File: config.mk
export PLATFORM = sky130hd
export DESIGN_NAME = llsc_monitor
export DESIGN_NICKNAME = d
export VERILOG_FILES = /design/src/rtl/llsc_pkg.sv /design/src/rtl/llsc_arb.sv /design/src/rtl/llsc_resv.sv /design/src/rtl/llsc_rsp.sv /design/src/rtl/llsc_monitor.sv
export SDC_FILE = /design/constraint.sdc
export NUM_CORES = 1
export LEC_CHECK = 0
export BUFFER_PORTS_ARGS = -buffer_cell sky130_fd_sc_hd__buf_2
export CAP_MARGIN = 10
export CORE_ASPECT_RATIO = 1.1
export CORE_MARGIN = 5
export CORE_UTILIZATION = 30
export CTS_BUF_LIST = sky130_fd_sc_hd__clkbuf_8
export DETAILED_ROUTE_END_ITERATION = 6
export SYNTH_ARGS = -nofsm -noshare
export SYNTH_HDL_FRONTEND = slang
export SYNTH_SLANG_ARGS = --single-unit
File: constraint.sdc
create_clock -name clk_i -period 2.6 [get_ports clk_i]
set_clock_uncertainty 0.2 [all_clocks]
set_input_delay 0.78 -clock clk_i [delete_from_list [all_inputs] [get_ports clk_i]]
set_output_delay 0.78 -clock clk_i [all_outputs]
set_load 0.05 [all_outputs]
File: src/rtl/llsc_pkg.sv
package llsc_pkg;
  typedef enum logic [1:0] {
    OP_LOAD  = 2'b00,
    OP_STORE = 2'b01,
    OP_LINK  = 2'b10,
    OP_COND  = 2'b11
  } op_e;
endpackage

File: src/rtl/llsc_arb.sv
module llsc_arb #(
  parameter int N_REQ = 2,
  localparam int IDX_W = (N_REQ > 1) ? $clog2(N_REQ) : 1
) (
  input  logic             clk_i,
  input  logic             rst_ni,
  input  logic [N_REQ-1:0] req_valid_i,
  output logic [N_REQ-1:0] gnt_o,
  output logic [IDX_W-1:0] gnt_idx_o,
  output logic             any_o
);
  always_comb begin
    gnt_o     = '0;
    gnt_idx_o = '0;
    any_o     = 1'b0;
    for (int i = N_REQ - 1; i >= 0; i--) begin
      if (req_valid_i[i]) begin
        gnt_o     = '0;
        gnt_o[i]  = 1'b1;
        gnt_idx_o = IDX_W'(i);
        any_o     = 1'b1;
      end
    end
  end


  gnt_onehot_chk: assert property (@(posedge clk_i) disable iff (!rst_ni)
    $onehot0(gnt_o));

  gnt_prio_chk: assert property (@(posedge clk_i) disable iff (!rst_ni)
    req_valid_i[0] |-> gnt_o[0]);
endmodule

File: src/rtl/llsc_resv.sv
module llsc_resv #(
  parameter int ADDR_W = 10
) (
  input  logic              clk_i,
  input  logic              rst_ni,
  input  logic              link_set_i,
  input  logic              cond_clr_i,
  input  logic              wr_commit_i,
  input  logic [ADDR_W-1:0] addr_i,
  output logic              res_valid_o,
  output logic [ADDR_W-1:0] res_addr_o
);
  logic hit;
  assign hit = res_valid_o && (res_addr_o == addr_i);

  always_ff @(posedge clk_i or negedge rst_ni) begin
    if (!rst_ni) begin
      res_valid_o <= 1'b0;
      res_addr_o  <= '0;
    end else if (link_set_i) begin
      res_valid_o <= 1'b1;
      res_addr_o  <= addr_i;
    end else if (cond_clr_i) begin
      res_valid_o <= 1'b0;
    end else if (wr_commit_i && hit) begin
      res_valid_o <= 1'b0;
    end
  end


  link_open_chk: assert property (@(posedge clk_i) disable iff (!rst_ni)
    link_set_i |=> (res_valid_o && res_addr_o == $past(addr_i)));

  cond_close_chk: assert property (@(posedge clk_i) disable iff (!rst_ni)
    cond_clr_i |=> !res_valid_o);

  wr_kill_chk: assert property (@(posedge clk_i) disable iff (!rst_ni)
    (wr_commit_i && res_valid_o && res_addr_o == addr_i) |=> !res_valid_o);

  keep_chk: assert property (@(posedge clk_i) disable iff (!rst_ni)
    (!link_set_i && !cond_clr_i && !wr_commit_i) |=> $stable(res_valid_o));
endmodule

File: src/rtl/llsc_rsp.sv
module llsc_rsp #(
  parameter int N_REQ  = 2,
  parameter int DATA_W = 32
) (
  input  logic                 clk_i,
  input  logic                 rst_ni,
  input  logic [N_REQ-1:0]     gnt_i,
  input  llsc_pkg::op_e        op_i,
  input  logic                 cond_ok_i,
  input  logic [DATA_W-1:0]    rdata_i,
  output logic [N_REQ-1:0]     rsp_valid_o,
  output logic [DATA_W-1:0]    rsp_data_o
);
  import llsc_pkg::*;
  logic [DATA_W-1:0] data_d;

  always_comb begin
    unique case (op_i)
      OP_LOAD, OP_LINK: data_d = rdata_i;
      OP_COND:          data_d = DATA_W'(cond_ok_i);
      default:          data_d = '0;
    endcase
  end

  always_ff @(posedge clk_i or negedge rst_ni) begin
    if (!rst_ni) begin
      rsp_valid_o <= '0;
      rsp_data_o  <= '0;
    end else begin
      rsp_valid_o <= gnt_i;
      if (|gnt_i) rsp_data_o <= data_d;
    end
  end


  rsp_follow_chk: assert property (@(posedge clk_i) disable iff (!rst_ni)
    (|gnt_i) |=> (rsp_valid_o == $past(gnt_i)));

  rsp_onehot_chk: assert property (@(posedge clk_i) disable iff (!rst_ni)
    $onehot0(rsp_valid_o));
endmodule

File: src/rtl/llsc_monitor.sv
module llsc_monitor #(
  parameter int N_REQ  = 2,
  parameter int ADDR_W = 10,
  parameter int DATA_W = 32,
  localparam int IDX_W = (N_REQ > 1) ? $clog2(N_REQ) : 1
) (
  input  logic                      clk_i,
  input  logic                      rst_ni,
  input  logic [N_REQ-1:0]          req_valid_i,
  input  logic [2*N_REQ-1:0]        req_op_i,
  input  logic [N_REQ*ADDR_W-1:0]   req_addr_i,
  input  logic [N_REQ*DATA_W-1:0]   req_wdata_i,
  output logic [N_REQ-1:0]          gnt_o,
  output logic [N_REQ-1:0]          rsp_valid_o,
  output logic [DATA_W-1:0]         rsp_data_o,
  output logic [ADDR_W-1:0]         mem_addr_o,
  output logic                      mem_we_o,
  output logic [DATA_W-1:0]         mem_wdata_o,
  input  logic [DATA_W-1:0]         mem_rdata_i
);
  import llsc_pkg::*;

  op_e              op_a    [N_REQ];
  logic [ADDR_W-1:0] addr_a [N_REQ];
  logic [DATA_W-1:0] wdata_a[N_REQ];
  logic [N_REQ-1:0]  res_valid;
  logic [ADDR_W-1:0] res_addr[N_REQ];
  logic [IDX_W-1:0]  gnt_idx;
  logic              any_gnt;
  op_e               sel_op;
  logic [ADDR_W-1:0] sel_addr;
  logic              cond_ok;
  logic              wr_commit;

  for (genvar i = 0; i < N_REQ; i++) begin : g_unpack
    assign op_a[i]    = op_e'(req_op_i[2*i +: 2]);
    assign addr_a[i]  = req_addr_i[ADDR_W*i +: ADDR_W];
    assign wdata_a[i] = req_wdata_i[DATA_W*i +: DATA_W];
  end

  llsc_arb #(.N_REQ(N_REQ)) i_arb (
    .clk_i       (clk_i),
    .rst_ni      (rst_ni),
    .req_valid_i (req_valid_i),
    .gnt_o       (gnt_o),
    .gnt_idx_o   (gnt_idx),
    .any_o       (any_gnt)
  );

  assign sel_op    = any_gnt ? op_a[gnt_idx] : OP_LOAD;
  assign sel_addr  = addr_a[gnt_idx];
  assign cond_ok   = any_gnt && (sel_op == OP_COND) && res_valid[gnt_idx]
                     && (res_addr[gnt_idx] == sel_addr);
  assign wr_commit = any_gnt && ((sel_op == OP_STORE) || cond_ok);

  assign mem_addr_o  = sel_addr;
  assign mem_we_o    = wr_commit;
  assign mem_wdata_o = wdata_a[gnt_idx];

  for (genvar i = 0; i < N_REQ; i++) begin : g_resv
    llsc_resv #(.ADDR_W(ADDR_W)) i_resv (
      .clk_i       (clk_i),
      .rst_ni      (rst_ni),
      .link_set_i  (gnt_o[i] && sel_op == OP_LINK),
      .cond_clr_i  (gnt_o[i] && sel_op == OP_COND),
      .wr_commit_i (wr_commit),
      .addr_i      (sel_addr),
      .res_valid_o (res_valid[i]),
      .res_addr_o  (res_addr[i])
    );
  end

  llsc_rsp #(.N_REQ(N_REQ), .DATA_W(DATA_W)) i_rsp (
    .clk_i       (clk_i),
    .rst_ni      (rst_ni),
    .gnt_i       (gnt_o),
    .op_i        (sel_op),
    .cond_ok_i   (cond_ok),
    .rdata_i     (mem_rdata_i),
    .rsp_valid_o (rsp_valid_o),
    .rsp_data_o  (rsp_data_o)
  );


  cond_flag_chk: assert property (@(posedge clk_i) disable iff (!rst_ni)
    (any_gnt && sel_op == OP_COND) |=> (rsp_data_o == DATA_W'($past(mem_we_o))));

  we_needs_gnt_chk: assert property (@(posedge clk_i) disable iff (!rst_ni)
    mem_we_o |-> (|gnt_o));
endmodule

==> results of run 1 <==
## worst max-delay path, stage by stage
cell and delay [ns]:
buf_6 0.09, nand2b_4 0.18, inv_6 0.11, buf_6 0.11
buf_12 0.14, mux2i_4 0.25, inv_2 0.07, buf_8 0.15
## registers in the layout (all words and copies together) (netlist names)
| register | flops |
|---|---|
| i_rsp.rsp_valid_o | 2 |
| g_resv.i_resv.res_valid_o | 2 |
| g_resv.i_resv.res_addr_o | 20 |
| i_rsp.rsp_data_o | 32 |
## through the flow
stage               hold WS (ns)  setup TNS [ns]  setup slack (ns)
detailed placement         0.265          -10.76            -0.490
global placement           0.257          -10.04            -0.452
floorplan                  0.284          -0.883            -0.119
finish                     0.227           -6.40            -0.252
global route               0.257           -7.87            -0.296
CTS                        0.249           -6.81            -0.264
## metal layers
metal / wire length, um / global-route usage (%) / part of all wire, % / vias to the layer above
li1: - / - / - / 1927
met1: 5540 / 22.6 / 39 / 1862
met2: 7200 / 35.2 / 50 / 191
met3: 1370 / 6.18 / 9.5 / 19
met4: 257 / 5.70 / 1.8 / 0
met5: 0 / 0 / 0 / -
## cell type report
| cell class | instances | area [um2] |
|---|---|---|
| fill | 871 | 4230 |
| clock buffer | 5 | 68.8 |
| timing repair buffer | 283 | 2360 |
| clock inverter | 3 | 22.5 |
| inverter | 19 | 76.3 |
| tap | 147 | 184 |
| sequential | 56 | 1400 |
| multi-input combinational | 332 | 2620 |
## kinds of logic after synthesis
family / Yosys count / share of synthesized area, %
flip-flops: 56 / 41.7
multiplexers: 17 / 6.70
AO/OA/AOI/OAI: 74 / 12.7
buffers and inverters: 44 / 5.59
AND/OR/NAND/NOR: 210 / 25.3
XOR/XNOR: 31 / 8.08
## worst max-delay path by stage
stage | slack [ns] | to | startpoint
detailed placement | -0.49 | mem_we_o | req_addr_i[8]
global placement | -0.45 | mem_we_o | req_addr_i[8]
global route | -0.30 | mem_addr_o[3] | req_valid_i[0]
floorplan | -0.12 | mem_we_o | req_valid_i[0]
finish | -0.25 | mem_addr_o[3] | req_valid_i[0]
CTS | -0.26 | mem_we_o | req_addr_i[9]
## cells in the final DEF (no fill, tap or decap), types with 3 or more instances in the layout
| cell | n |
|---|---|
| buf_2 | 149 |
| nand2_1 | 95 |
| nand2_4 | 70 |
| dfrtp_1 | 56 |
| buf_4 | 56 |
| o21ai_0 | 46 |
| buf_8 | 40 |
| buf_6 | 21 |
| nand2_2 | 18 |
| buf_12 | 14 |
| inv_1 | 13 |
| xor2_1 | 10 |
| xnor2_1 | 9 |
| a21oi_1 | 9 |
| mux2_2 | 8 |
| mux2i_4 | 7 |
| xnor2_4 | 7 |
| nand4_1 | 7 |
| inv_2 | 5 |
| xnor2_2 | 5 |
| clkbuf_8 | 5 |
| nor3_1 | 4 |
| nand3_1 | 3 |
| or2_2 | 3 |
| nor2_1 | 3 |
| o221ai_1 | 3 |
| clkbuf_16 | 3 |
## power groups by stage
stage | Sequential [W] | Combinational [W] | Clock [W]
2_1_floorplan | 0.00125 | 0.000635 | 0
3_3_place_gp | 0.00109 | 0.00122 | 0
5_1_grt | 0.00112 | 0.00171 | 0.000564
3_5_place_dp | 0.00109 | 0.00123 | 0
6_report | 0.00110 | 0.00161 | 0.000516
4_1_cts | 0.00109 | 0.00151 | 0.000536
## repair_timing
action                                  CTS  global route
setup buffers                            18             8
hold endpoints to repair                  0             0
hold buffers                              0             0
gates resized for setup                 229            75
endpoints found under the setup margin   44            44
cloned                                    3             4
pin swaps                                13            46
==> run_results.csv, run 1 <==
group,metric,value,unit
setup_path,crit_type,"in -> out",
power,p_leak,3.45,nW
clock_tree,clock_path_buffers,2,
setup_path,crit_required,1.62,ns
clock_tree,cts.clk_slew.worst_paths,0.10,ns
clock_tree,htree_levels,2,
routing,totalWireLength,14400,um
timing,worst_slack,-0.252,ns
power,p_int,0.00189,W
cells_and_area,fin_nets,821,
timing,worst_slew_pin_slew,0.599,ns
global_route,overflow,0,
global_route,antenna_found_initial,0,
place,dp_cells,810,
synth,synth_area,3360,um2
power,switching_share,41.6,%
run_status,status,"finished, violations left",
setup_path,reg2regPathDepth,6,
place,postPlaceCellArea,5150,um2
clock_tree,clock_tree.root_cell,"clkbuf_8",
cells_and_area,area_delta_synth_final,100,%
synth,synthTopCellsByArea,"dfrtp_1 (42%), nand2_1 (21%), o21ai_0 (7.2%)",
run_status,violations,"setup timing",
place,place_congestion,1.01,
clock_tree,clock_latency,0.32,ns
setup_path,cp-start-kind,"input pin",
routing,drt-pass1-iter-count,4,
synth,syn-num-nets,556,
setup_path,reg2reg_from,"g_resv[0].i_resv.res_addr_o[5]$_DFFE_PN0P_",
timing,rsz0062_at_grt,"true",
cells_and_area,drive_gt1_share,61.2,%
floorplanning,io_pins,203,
power,max-vdd-ir-drop,0.359,mV
floorplanning,row_count,40,
synth,yosys.cell_types.count,40,
synth,synth-seq-cells,56,
routing,ant_nets,0,
power,p_seq_share,34.2,%
timing,fmaxAchievable,0.351,GHz
timing,setup_viol,44,
min_path,worst_hold_path_type,"in -> async",
routing,remaining_drc_errors,0,
floorplanning,die_area,13400,um2
synth,synth_largest_area_cell,"dfrtp_1",
floorplanning,dieWidth,111,um
timing,period_share,110,%
synth,syn_area_per_cell,7.78,um2
cells_and_area,fin_area,6730,um2
clock_tree,cts_made_buffers,5,
synth,yosysWarnings,0,
cells_and_area,final_util,61.4,%
setup_path,crit_fanout,7,
synth,synth_edf_count,0,
floorplanning,initial_core_util,30.7,%
power,power,0.00323,W
setup_path,r2r-end,"g_resv[0].i_resv.res_valid_o$_DFFE_PN0P_",
setup_path,worstPathArrival,1.87,ns
clock_tree,cts_tree,"yes",
routing,vias,3999,
cells_and_area,antenna_cells,0,
routing,vias_per_cell,4.73,
power,p_sw,0.00134,W
synth,postSynthCellCount,432,
synth,yosysTopAreaCellShare,41.7,%
timing,slew_violations,0,
clock_tree,clock-sinks,56,
timing,relSlewSlack,60.1,%
synth,synthFlopType,"dfrtp_1",
global_route,grt_usage,19.7,%
timing,hold_viol_final,0,
timing,fin_crit,2.85,ns
cells_and_area,final_cells,845,
synth,synth_common_cells,"nand2_1 (184), dfrtp_1 (56), o21ai_0 (48), xnor2_1 (21), inv_1 (18)",
global_route,grt_max_degree,57,
place,hpwl,9610,um
power,power.density,480,nW/um2
power,p_clk_share,16.0,%
synth,yosys.cell_count.top_type,"nand2_1",
power,comb_power_share,49.8,%
floorplanning,dieHeight,121,um
routing,wl_per_cell,17.0,um
synth,synthArstFlopShare,100,%
place,numPortBuffers,202,
setup_path,end_kind,"output port",
synth,ys_seq_area_share,41.7,%
floorplanning,coreArea,11000,um2
run,cap_viol_max_count,0,
global_route,grt_pass1_vias,4209,
setup_path,r2r_setup_slack,0.53,ns
routing,drtIter0Drc,197,
global_route,grt_pass1_wl,21500,um
(Power assumes the default switching activity.)
==> inputs of run 2 (changes only) <==
--- a/config.mk
+++ b/config.mk
@@ -12,6 +12,8 @@
 export CORE_UTILIZATION = 30
 export CTS_BUF_LIST = sky130_fd_sc_hd__clkbuf_8
 export DETAILED_ROUTE_END_ITERATION = 6
+export GPL_ROUTABILITY_DRIVEN = 0
+export SLEW_MARGIN = 20
 export SYNTH_ARGS = -nofsm -noshare
 export SYNTH_HDL_FRONTEND = slang
 export SYNTH_SLANG_ARGS = --single-unit
==> constraint.sdc (replaced) <==
create_clock -name clk_i -period 2.6 [get_ports clk_i]
set_clock_uncertainty 0.2 [all_clocks]
set_input_delay 0.78 -clock clk_i [delete_from_list [all_inputs] [get_ports clk_i]]
set_output_delay 0.78 -clock clk_i [all_outputs]
set_load 0.01 [all_outputs]
==> run_results.csv, run 2 (synthesized netlist as in run 1, its figures left out) <==
group,metric,value,unit
power,max-vdd-ir-drop,0.259,mV
routing,totalWireLength,12700,um
place,numPortBuffers,202,
global_route,grt_usage,17.9,%
cells_and_area,regMostFlops,"i_rsp.rsp_data_o",
power,p_leak,2.88,nW
setup_path,cp-start-kind,"input pin",
setup_path,crit_required,1.62,ns
cells_and_area,area_delta_synth_final,61.6,%
place,postPlaceCellArea,4880,um2
clock_tree,postCtsHoldBufs,0,
timing,rsz0062_at_grt,"true",
clock_tree,cts_made_buffers,5,
setup_path,reg2reg_from,"g_resv[0].i_resv.res_addr_o[8]$_DFFE_PN0P_",
global_route,grt_pass1_wl,19500,um
routing,wl_per_cell,15.3,um
floorplanning,coreArea,11000,um2
min_path,worst_hold_path_type,"in -> async",
setup_path,crit_type,"in -> out",
global_route,grt_max_degree,57,
floorplanning,row_count,40,
place,dp_cells,808,
clock_tree,cts.clk_slew.worst_paths,0.12,ns
setup_path,r2r_setup_slack,0.55,ns
floorplanning,dieHeight,121,um
cells_and_area,fillCellCount,1045,
clock_tree,clock_path_buffers,2,
setup_path,r2r-end,"g_resv[0].i_resv.res_valid_o$_DFFE_PN0P_",
timing,worst_slack,-0.157,ns
global_route,overflow,0,
routing,drtIter0Drc,176,
setup_path,crit_start,"req_valid_i[0]",
routing,vias_per_cell,4.72,
clock_tree,htree_levels,2,
cells_and_area,largest_reg_flops,32,
timing,relSlewSlack,60.6,%
place,hpwl,9690,um
floorplanning,die_area,13400,um2
timing,period_share,106,%
run_status,status,"finished, violations left",
setup_path,worstPathArrival,1.78,ns
timing,setup_viol,43,
cells_and_area,regArea,1400,um2
timing,fin_crit,2.76,ns
floorplanning,initial_core_util,30.7,%
cells_and_area,final_cells,826,
cells_and_area,drive_gt1_share,48.3,%
place,dp_slack,-0.263,ns
global_route,antenna_found_initial,0,
routing,remaining_drc_errors,0,
routing,drt-pass1-iter-count,4,
setup_path,end_kind,"output port",
run,cap_viol_max_count,0,
clock_tree,clock-sinks,56,
timing,whs,0.237,ns
timing,hold_viol_final,0,
cells_and_area,multi_input_area,1960,um2
cells_and_area,fin_nets,802,
global_route,grt_pass1_vias,3872,
power,power.density,474,nW/um2
timing,fmaxAchievable,0.363,GHz
setup_path,crit_fanout,9,
cells_and_area,antenna_cells,0,
routing,vias,3895,
setup_path,reg2regPathDepth,10,
floorplanning,io_pins,203,
timing,slew_violations,0,
cells_and_area,fin_area,5430,um2
run_status,violations,"setup timing",
cells_and_area,reg_top3,"i_rsp.rsp_data_o x32, g_resv.i_resv.res_addr_o x20",
cells_and_area,layout_commonest_cell,"buf_2",
clock_tree,cts_tree,"yes",
power,power,0.00258,W
floorplanning,dieWidth,111,um
cells_and_area,final_cell_mix,"buf_2 (187), nand2_1 (168), dfrtp_1 (56), buf_4 (51), o21ai_0 (46)",
clock_tree,clock_latency,0.33,ns
timing,worst_slew_pin_slew,0.592,ns
clock_tree,clock_tree.root_cell,"clkbuf_8",
routing,ant_nets,0,
run 2: how the worst max path moves through the flow:
stage	endpoint	slack (ns)	cells after the start
after global routing	mem_addr_o[2]	-0.20	7
final	mem_addr_o[6]	-0.16	7
after CTS	mem_we_o	-0.17	7
after global placement	mem_we_o	-0.24	7
after detailed placement	mem_we_o	-0.26	8
after floorplan	mem_we_o	-0.07	8
run 2: what timing repair did:
item,in CTS,in global routing
buffers inserted,7,0
endpoints found under the setup margin,44,44
pin swaps,15,5
cloned,2,1
resized for setup,51,20
run 2: critical path, stage by stage:
cell,delay (ns)
buf_6,0.09
nand2b_4,0.17
inv_6,0.10
buf_12,0.17
mux2i_4,0.26
inv_1,0.07
buf_6,0.12
run 2: through the flow:
stage / setup TNS [ns] / utilization, %
final: -4.10 / 49.5
after global routing: -6.15 / 49.5
after CTS: -3.97 / 48.4
after detailed placement: -6.09 / 44.5
after global placement: -5.23 / 44.5
after floorplan: -0.0724 / -
run 2: per-layer routing:
layer / share of wire, % / track usage, % / vias to the layer above
met1: 40 / 21.6 / 1773
met2: 48 / 29.8 / 197
li1: - / - / 1897
met4: 2.7 / 6.39 / 0
met3: 9.6 / 6.03 / 28
met5: 0 / 0 / -
run 2: final cells by class:
cell class	instances	area share, %
multi-input combinational	332	36.1
clock buffer	5	1.27
tap	147	3.39
sequential	56	25.8
clock inverter	3	0.484
inverter	19	1.41
timing repair buffer	264	31.6
run 2: power breakdown:
part	switching [W]	internal, W	leakage (nW)
logic	0.000457	0.000494	2.13
registers	0.000115	0.000984	0.698
clock network	0.000327	0.000198	0.0487
total	0.000900	0.00168	2.88
